## src/rtl/cmp_branch_pkg.sv

```systemverilog
package cmp_branch_pkg;
  localparam int unsigned COND_W    = 4;
  localparam int unsigned NUM_CONDS = 10;

  typedef enum logic [COND_W-1:0] {
    CND_EQ  = 4'd0,
    CND_NE  = 4'd1,
    CND_LT  = 4'd2,
    CND_GT  = 4'd3,
    CND_LTU = 4'd4,
    CND_GTU = 4'd5,
    CND_GE  = 4'd6,
    CND_LE  = 4'd7,
    CND_GEU = 4'd8,
    CND_LEU = 4'd9
  } cond_e;
endpackage

```

## src/rtl/cmp_operand_latch.sv

```systemverilog
module cmp_operand_latch #(
  parameter int unsigned DATA_W = 32
) (
  input  logic              clk,
  input  logic              rst_n,
  input  logic              cap_en,
  input  logic [DATA_W-1:0] lhs_in,
  input  logic [DATA_W-1:0] rhs_in,
  output logic [DATA_W-1:0] lhs_q,
  output logic [DATA_W-1:0] rhs_q
);
  logic [DATA_W-1:0] lhs_d, rhs_d;

  always_comb begin
    lhs_d = lhs_q;
    rhs_d = rhs_q;
    if (cap_en) begin
      lhs_d = lhs_in;
      rhs_d = rhs_in;
    end
  end

  always_ff @(posedge clk or negedge rst_n) begin
    if (!rst_n) begin
      lhs_q <= '0;
      rhs_q <= '0;
    end else if (cap_en) begin
      lhs_q <= lhs_d;
      rhs_q <= rhs_d;
    end
  end

  // Stored operands change only on a compare strobe.
  p_operands_hold_r1: assert property (@(posedge clk) disable iff (!rst_n)
    !cap_en |=> ($stable(lhs_q) && $stable(rhs_q)));

  // A capture takes exactly the offered values.
  p_operands_take_r1: assert property (@(posedge clk) disable iff (!rst_n)
    cap_en |=> (lhs_q == $past(lhs_in) && rhs_q == $past(rhs_in)));
endmodule

```

## src/rtl/cmp_cond_eval.sv

```systemverilog
module cmp_cond_eval
  import cmp_branch_pkg::*;
#(
  parameter int unsigned DATA_W = 32
) (
  input  logic [DATA_W-1:0] opa,
  input  logic [DATA_W-1:0] opb,
  input  logic [COND_W-1:0] cond,
  output logic              hit,
  output logic              bad
);
  logic eq, lt_s, lt_u;

  always_comb begin
    eq   = (opa == opb);
    lt_s = ($signed(opa) < $signed(opb));
    lt_u = (opa < opb);
  end

  always_comb begin
    hit = 1'b0;
    bad = 1'b0;
    case (cond)
      CND_EQ:  hit = eq;
      CND_NE:  hit = !eq;
      CND_LT:  hit = lt_s;
      CND_GT:  hit = !lt_s && !eq;
      CND_LTU: hit = lt_u;
      CND_GTU: hit = !lt_u && !eq;
      CND_GE:  hit = !lt_s;
      CND_LE:  hit = lt_s || eq;
      CND_GEU: hit = !lt_u;
      CND_LEU: hit = lt_u || eq;
      default: bad = 1'b1;
    endcase
  end

  // An undefined code never reports a satisfied relation.
  always_comb begin
    a_bad_no_hit_r5: assert (!(bad && hit));
  end
endmodule

```

## src/rtl/cmp_target_calc.sv

```systemverilog
module cmp_target_calc #(
  parameter int unsigned PC_W   = 32,
  parameter int unsigned DISP_W = 10,
  parameter int unsigned STEP   = 2
) (
  input  logic [PC_W-1:0]   pc,
  input  logic [DISP_W-1:0] disp,
  output logic [PC_W-1:0]   seq_pc,
  output logic [PC_W-1:0]   tgt_pc
);
  localparam int unsigned EXT_W = PC_W - DISP_W;

  logic [PC_W-1:0] disp_ext;
  logic [PC_W-1:0] disp_bytes;

  always_comb begin
    disp_ext   = {{EXT_W{disp[DISP_W-1]}}, disp};
    disp_bytes = disp_ext << 1;
    seq_pc     = pc + PC_W'(STEP);
    tgt_pc     = seq_pc + disp_bytes;
  end
endmodule

```

## src/rtl/cmp_branch_unit.sv

```systemverilog
module cmp_branch_unit
  import cmp_branch_pkg::*;
#(
  parameter int unsigned DATA_W = 32,
  parameter int unsigned PC_W   = 32,
  parameter int unsigned DISP_W = 10,
  parameter int unsigned STEP   = 2
) (
  input  logic              clk,
  input  logic              rst_n,
  input  logic              cmp_valid,
  input  logic [DATA_W-1:0] cmp_lhs,
  input  logic [DATA_W-1:0] cmp_rhs,
  input  logic              br_valid,
  input  logic [3:0]        br_cond,
  input  logic [DISP_W-1:0] br_disp,
  input  logic [PC_W-1:0]   cur_pc,
  output logic              res_valid,
  output logic              taken,
  output logic [PC_W-1:0]   next_pc,
  output logic              illegal
);
  // Reset: asserted asynchronously, released through two flops.
  logic rst_meta_q, rst_sync_n;

  always_ff @(posedge clk or negedge rst_n) begin
    if (!rst_n) begin
      rst_meta_q <= 1'b0;
      rst_sync_n <= 1'b0;
    end else begin
      rst_meta_q <= 1'b1;
      rst_sync_n <= rst_meta_q;
    end
  end

  logic [DATA_W-1:0] opa_q, opb_q;
  logic              cond_hit, cond_bad;
  logic [PC_W-1:0]   seq_pc, tgt_pc;

  cmp_operand_latch #(.DATA_W(DATA_W)) u_latch (
    .clk    (clk),
    .rst_n  (rst_sync_n),
    .cap_en (cmp_valid),
    .lhs_in (cmp_lhs),
    .rhs_in (cmp_rhs),
    .lhs_q  (opa_q),
    .rhs_q  (opb_q)
  );

  cmp_cond_eval #(.DATA_W(DATA_W)) u_eval (
    .opa  (opa_q),
    .opb  (opb_q),
    .cond (br_cond),
    .hit  (cond_hit),
    .bad  (cond_bad)
  );

  cmp_target_calc #(.PC_W(PC_W), .DISP_W(DISP_W), .STEP(STEP)) u_tgt (
    .pc     (cur_pc),
    .disp   (br_disp),
    .seq_pc (seq_pc),
    .tgt_pc (tgt_pc)
  );

  logic            taken_d, illegal_d;
  logic [PC_W-1:0] next_pc_d;

  always_comb begin
    taken_d   = taken;
    illegal_d = illegal;
    next_pc_d = next_pc;
    if (br_valid) begin
      taken_d   = cond_hit && !cond_bad;
      illegal_d = cond_bad;
      if (cond_bad)      next_pc_d = cur_pc;
      else if (cond_hit) next_pc_d = tgt_pc;
      else               next_pc_d = seq_pc;
    end
  end

  always_ff @(posedge clk or negedge rst_sync_n) begin
    if (!rst_sync_n) begin
      res_valid <= 1'b0;
      taken     <= 1'b0;
      illegal   <= 1'b0;
      next_pc   <= '0;
    end else begin
      res_valid <= br_valid;
      if (br_valid) begin
        taken   <= taken_d;
        illegal <= illegal_d;
        next_pc <= next_pc_d;
      end
    end
  end

  p_valid_follows_r8: assert property (@(posedge clk) disable iff (!rst_sync_n)
    br_valid |=> res_valid);

  p_valid_only_after_r8: assert property (@(posedge clk) disable iff (!rst_sync_n)
    !br_valid |=> !res_valid);

  p_cmp_only_quiet_r1: assert property (@(posedge clk) disable iff (!rst_sync_n)
    (cmp_valid && !br_valid) |=> ($stable(next_pc) && $stable(taken) && $stable(illegal)));

  p_illegal_holds_pc_r5: assert property (@(posedge clk) disable iff (!rst_sync_n)
    (br_valid && br_cond >= 4'(NUM_CONDS)) |=>
      (illegal && !taken && next_pc == $past(cur_pc)));

  p_fallthrough_r3: assert property (@(posedge clk) disable iff (!rst_sync_n)
    (res_valid && !taken && !illegal) |-> (next_pc == $past(cur_pc) + PC_W'(STEP)));

  p_taken_legal_r2: assert property (@(posedge clk) disable iff (!rst_sync_n)
    res_valid |-> !(taken && illegal));
endmodule

```

## config.mk

```make
export PLATFORM = sky130hd
export DESIGN_NAME = cmp_branch_unit
export DESIGN_NICKNAME = d
export VERILOG_FILES = /design/src/rtl/cmp_branch_pkg.sv /design/src/rtl/cmp_operand_latch.sv /design/src/rtl/cmp_cond_eval.sv /design/src/rtl/cmp_target_calc.sv /design/src/rtl/cmp_branch_unit.sv
export SDC_FILE = /design/constraint.sdc
export NUM_CORES = 1
export LEC_CHECK = 0
export BUFFER_PORTS_ARGS = -buffer_cell sky130_fd_sc_hd__buf_2
export CORE_MARGIN = 3
export CORE_UTILIZATION = 56
export DETAILED_ROUTE_END_ITERATION = 6
export GPL_TIMING_DRIVEN = 1
export PLACE_DENSITY = 0.82
export SLEW_MARGIN = 15
export SYNTH_ARGS = -nofsm -noshare
export SYNTH_HDL_FRONTEND = slang
export SYNTH_SLANG_ARGS = --single-unit
export TNS_END_PERCENT = 30
```

## constraint.sdc

```tcl
create_clock -name clk -period 3.3 [get_ports clk]
set_input_delay 0 -clock clk [delete_from_list [all_inputs] [get_ports clk]]
set_output_delay 0 -clock clk [all_outputs]
set_load 0.05 [all_outputs]
```

# ---- Yosys cells after proc, flatten, opt, wreduce, memory -nomap -nowiden
# Index checks and enable logic that the tools add are counted.
dict set report totals {
  output_inout_bits 35
  elab_cells 36
  reg_bits 101
  inputBits 114
}
dict set report op_classes {
  n_reduce_logical 10
  n_mux 4
  n_eq_ne 10
  magnitude_cmp 2
  n_addsub 2
}
# cell count
set op_table {}
lappend op_table {{less-than comparator 32 bit} 2}
lappend op_table {{two-way mux 32 bit} 2}
lappend op_table {{adder 32 x 2 -> 32 bit (second input constant)} 1}
lappend op_table {{adder 32 bit} 1}
lappend op_table {{equality test 32 bit} 1}
lappend op_table {{equality test 4 x 3 -> 1 bit (second input constant)} 4}
lappend op_table {{case mux 1 bit (10 select lines)} 1}
lappend op_table {{OR reduction 10 bit} 1}
lappend op_table {{equality test 4 x 2 -> 1 bit (second input constant)} 2}
lappend op_table {{equality test 4 bit (second input constant)} 2}
lappend op_table {{equality test 4 x 1 -> 1 bit (second input constant)} 1}
lappend op_table {{logical NOT 4 bit} 1}
lappend op_table {{logical AND 1 bit} 3}
lappend op_table {{logical NOT 1 bit} 3}
lappend op_table {{logical OR 1 bit} 2}
lappend op_table {{two-way mux 1 bit} 1}

# ---- Logic depth before layout (Yosys ltp)
dict set report logic_depth {
  depth_word 6
  mapped_depth 17
  depth_no_buf 17
}

# ---- Hierarchy
# Synthesis repeated with hierarchy kept, for this count alone.
dict set report unflattened {
  hier_cells 802
  area_unflattened_um2 8234.1
}
# module area_per_inst_um2 n_inst cells_per_inst seq_area_each_um2
set by_module_without_submodules {}
lappend by_module_without_submodules {cmp_operand_latch 2678.8 1 135 1601.5}
lappend by_module_without_submodules {cmp_target_calc 2306.0 1 345 0.0}
lappend by_module_without_submodules {cmp_branch_unit 2275.9 1 189 925.9}
lappend by_module_without_submodules {cmp_cond_eval 973.4 1 133 0.0}

# ---- Worst setup path after synthesis
# OpenSTA, ideal clock, no wires.
dict set report synth_timing {
  path_type {input port to flip-flop}
  startpoint {in cur_pc[1]}
  endpoint {reg next_pc[30]}
  slack_ns -0.053
  required_time_ns 3.174
  n_path_buf 0
  setup_ns 0.126
  arrival_time_ns 3.227
  cell_stages 17
  path_cell_list {ha_1 -> nand2_1 -> nor3_4 -> nand3_1 -> nor2_1 -> and3_1 -> xor2_1 -> ha_1 -> a21oi_1 -> o21ai_0 -> a21o_1 -> a221o_1 -> o211a_1 -> o21a_1 -> nand3_1 -> a21oi_1 -> o32a_1}
}
dict set report synth_via {
  elab_chain_cells 4
}
# element line
set synth_lines {}
lappend synth_lines {{start, declared} cmp_branch_unit.sv:17} ;# input logic [PC_W-1:0] cur_pc,
lappend synth_lines {{adder 32 x 2 -> 32 bit (*)} cmp_target_calc.sv:19} ;# seq_pc = pc + PC_W'(STEP);
lappend synth_lines {{adder 32 bit} cmp_target_calc.sv:20} ;# tgt_pc = seq_pc + disp_bytes;
lappend synth_lines {{two-way mux 32 bit (*)} cmp_branch_unit.sv:76} ;# else if (cond_hit) next_pc_d = tgt_pc;
lappend synth_lines {{two-way mux 32 bit (*)} cmp_branch_unit.sv:75} ;# if (cond_bad) next_pc_d = cur_pc;
lappend synth_lines {{end signal, assigned} cmp_branch_unit.sv:92} ;# next_pc <= next_pc_d;
lappend synth_lines {{end, declared} cmp_branch_unit.sv:20} ;# output logic [PC_W-1:0] next_pc,
# Mark *: on every way between the ends. The rest lies on a longest branch, timed or not.
# A chain may end at the register's enable or synchronous reset.

# ---- Final worst setup path
dict set report layout_timing {
  startpoint {reg u_latch.rhs_q[26]}
  endpoint {reg next_pc[9]}
}
dict set report layout_via {
  elab_chain_cells 6
  elab_cells_between_ends 13
  cone_classes {order compare (2); eq/ne (1); mux (3); reduce/logical (7)}
}
# element line
set layout_lines {}
lappend layout_lines {{start, declared} cmp_operand_latch.sv:10} ;# output logic [DATA_W-1:0] rhs_q
lappend layout_lines {{start signal, assigned} cmp_operand_latch.sv:29} ;# rhs_q <= rhs_d;
lappend layout_lines {{less-than comparator 32 bit, or another cell as far along} cmp_cond_eval.sv:17} ;# lt_u = (opa < opb);
lappend layout_lines {{logical NOT 1 bit, on equally long branches} -}
lappend layout_lines {{logical AND 1 bit, on equally long branches} {cmp_cond_eval.sv:29, cmp_cond_eval.sv:27}}
lappend layout_lines {{case mux 1 bit (10 select lines) (*)} cmp_cond_eval.sv:23} ;# case (cond)
lappend layout_lines {{two-way mux 32 bit (*)} cmp_branch_unit.sv:76}
lappend layout_lines {{two-way mux 32 bit (*)} cmp_branch_unit.sv:75}
# Marked as above.

==> results.txt <==
Hold path depth -> 4
Area share of and/or/nand/nor cells after synthesis -> 0.152
Core area -> 0.0123 mm²
Synth Area in Adders -> 0.112
Die extent in x -> 120 µm
Most frequent cells after synthesis -> dfrtp_1, nand2_1, o21ai_0, ha_1, a21oi_1
Layout cell share with drive strength beyond 1 -> 0.268
CP delay by family, top -> simple AND/OR/NAND/NOR gates
Via-to-Cell Ratio -> 6.13
Total nets after synthesis -> 986
Crit path launch -> u_latch.rhs_q[26]
Reg-to-Reg End -> next_pc[9]
Initial antenna violation count -> 0
DP Wirelength -> 14,100 µm
Via count -> 7,533
Clk slew on worst S/H paths -> 0.08 ns
Max VDD drop -> 0.378 mV
1st-iter DRT viols -> 726
Critical register-to-register path startpoint -> u_latch.rhs_q[26]
Synth unique cells -> 67
Gate Count Post-Synth -> 808
Failing checks -> setup timing
XOR/XNOR Fraction of Synth Area -> 0.0643
CP required -> 3.58 ns
Layout Cells excl Fill -> 1,229
Post-layout nets -> 1,232
Number of H-tree levels -> 3
# clock sinks -> 101
Mapped Area -> 0.00722 mm²
Inst Count DP -> 1,136
Slowest cell on crit path -> or4b_1
CP arrival -> 3.80 ns
Avg Cell Area, Syn -> 8.94 µm²
Compound-Gate Fraction of Synth Area -> 0.200
CP Max Fanout -> 10
Sequential share of power -> 0.335
Die footprint -> 0.0143 mm²
CP endpoint kind -> flip-flop
Net Sw Frac -> 0.392
Initial Utilization -> 0.587
Startpoint Class -> flip-flop
Worst Tran Pin Value -> 0.901 ns
Max-slew violation count -> 0
Comb power frac -> 0.404
Clk pwr share -> 0.261
Post-synth top area cell -> dfrtp_1
TritonCTS clock tree -> done
P_sw -> 1.77 mW
Main combinational cell family by area after synthesis -> compound AO/OA/AOI/OAI gates
Final antenna-violating net count -> 0
CP max stage delay -> 0.48 ns
Fmax achieved -> 284 MHz
Yosys warns -> 0
DRC -> 0
Critical path buffer and inverter count -> 4
Grt ovf -> 0
Part of the Yosys area used for sequential elements -> 0.350
Worst Setup Path Type -> reg2reg
Clock period minus worst slack -> 3.52 ns
GRT Overall Usage -> 0.319
Most frequent CP cell -> buf_4
Synth area leaders -> dfrtp_1, ha_1, o21ai_0
Number of global-route vias before repair -> 7,314
Port Buffers -> 148
Internal power -> 2.74 mW
Period utilisation layout -> 1.07
Setup ws final -> -0.225 ns
I/O pin cnt -> 149
Die Y -> 120 µm
DRT Wirelength -> 25,400 µm
Static Leakage -> 4.65 nW
Synth top area share -> 0.350
Max clock buf depth -> 2
Power Density -> 467 mW/mm²
DR pass1 iterations -> 5
Status -> finished, violations left
Largest net degree at the start of global routing -> 68
Setup violators final -> 26
CP Cell Sequence -> inv_2 > ha_4 > nand4_1 > buf_4 > nor4_4 > buf_4 > nand3_2 > o211ai_1 > nand4b_1 > a221o_2 > buf_12 > or4b_1 > a41oi_2
CTS Buf Count -> 9
Max capacitance violation total -> 0
First-pass GRT wire length -> 36,500 µm
Clk Latency, worst-skew pair -> 0.36 ns
HP Class -> in2reg
Count leader, synth -> dfrtp_1
Post-DR wirelength/cell -> 20.6 µm
Relative slew slack -> 0.400
Worst Hold Path EP -> next_pc[27]
Yosys reg bits -> 101
Number of synthesized flops with an enable pin -> 0
Fraction of registers with async set/reset -> 1.00
Final core utilization -> 0.786
Worst R2R Path Depth -> 13
Clock Root Buffer -> clkbuf_16
Post-synthesis mux area share -> 0.0750
Hold_sp -> cur_pc[27]
Clk_skew -> 0.0119 ns
RSZ-0062 raised after global routing -> yes
R2R setup slack -> -0.22 ns
Synth Flop Type -> dfrtp_1
GPL Wtd Cong -> 0.931
Final Hold Violating Endpoints -> 0
Area grow syn2layout -> 33.9%
Rows -> 40
-- power groups by stage --
stage	Combinational, mW	Sequential [mW]	Clock, mW
2_1_floorplan	0.786	1.81	0
3_3_place_gp	1.54	1.51	0
3_5_place_dp	1.57	1.52	0
4_1_cts	1.65	1.49	1.16
5_1_grt	1.95	1.53	1.23
6_report	1.83	1.51	1.18
-- registers in the layout (all words and copies together) (netlist names) --
signal,flops
illegal,1
next_pc,32
res_valid,1
rst_meta_q,1
rst_sync_n,1
taken,1
u_latch.lhs_q,32
u_latch.rhs_q,32
-- worst max-delay path by stage --
stage                       end  slack, ns  cells past startpoint
floorplan           next_pc[30]       0.02                     17
global placement    next_pc[30]      -0.04                     17
detailed placement  next_pc[30]      -0.11                     18
CTS                  next_pc[9]       0.04                     11
global route         next_pc[9]      -0.28                     13
finish               next_pc[9]      -0.22                     13
-- per-stage QoR --
step	hold WS (ns)	power, mW	cell area [µm²]	setup slack [ns]	setup TNS, ns
floorplan	-0.296	2.59	7230	0.0244	0
global placement	-0.214	3.05	8430	-0.0406	-0.0458
detailed placement	-0.205	3.09	8430	-0.110	-0.223
CTS	0.00417	4.31	9440	0.0363	0
global route	0.0344	4.70	9670	-0.278	-4.63
finish	0.00989	4.52	9670	-0.225	-2.52
-- area by class of cell --
class | instances | area, µm²
timing repair buffer | 271 | 1880
clock buffer | 9 | 225
tap | 168 | 210
inverter | 51 | 191
sequential | 101 | 2530
clock inverter | 7 | 100
multi-input combinational | 620 | 4530
antenna | 2 | 5.00
fill | 762 | 2640
-- worst min-delay path, delay by kind of cell --
family                 cells  cell delay [ns]
buffers and inverters      1             0.12
AOI/OAI and AO/OA          1             0.10
and+or+nand+nor            2             0.11
-- cells in the final DEF (no fill, tap or decap), drive strengths merged, types with 3 or more instances in the layout --
master         n
buf          204
dfrtp        101
nand2         88
o21ai         81
dlygate4sd3   67
ha            63
a21oi         56
inv           54
nor2          34
mux2          33
xnor2         32
a21o          25
nand3         24
xor2          21
mux2i         17
and3          15
o21a          11
nand4         11
nor3          10
clkbuf         9
o211ai         7
a211oi         7
nand2b         6
o2bb2ai        6
and4           5
nor2b          5
a41oi          4
a221oi         3
nand3b         3
or3            3
o21bai         3
a31oi          3
or4            3
nor4           3
a221o          3
clkinv         3
-- cell families (layout without fill, tap and decap cells) --
family / after synthesis / after routing
AOI/OAI and AO/OA: 231 / 231
and+or+nand+nor: 221 / 221
DFF: 101 / 101
buffers and inverters: 87 / 338
adders and majority gates: 64 / 64
xor gates and xnor gates: 53 / 53
muxes: 50 / 50
other: 1 / 3
-- repair_timing --
item,in CTS,in global routing
resized for setup,2,26
hold buffers,67,0
setup endpoints to repair,2,24
setup buffers,0,8
endpoints found under the hold margin,67,0
pin swaps,0,9
-- metal layers --
layer,track usage,wire length [µm]
met1,0.391,9430
met2,0.559,12600
met3,0.0641,2130
met4,0.115,1230
met5,0,0
(Power assumes the default switching activity.)
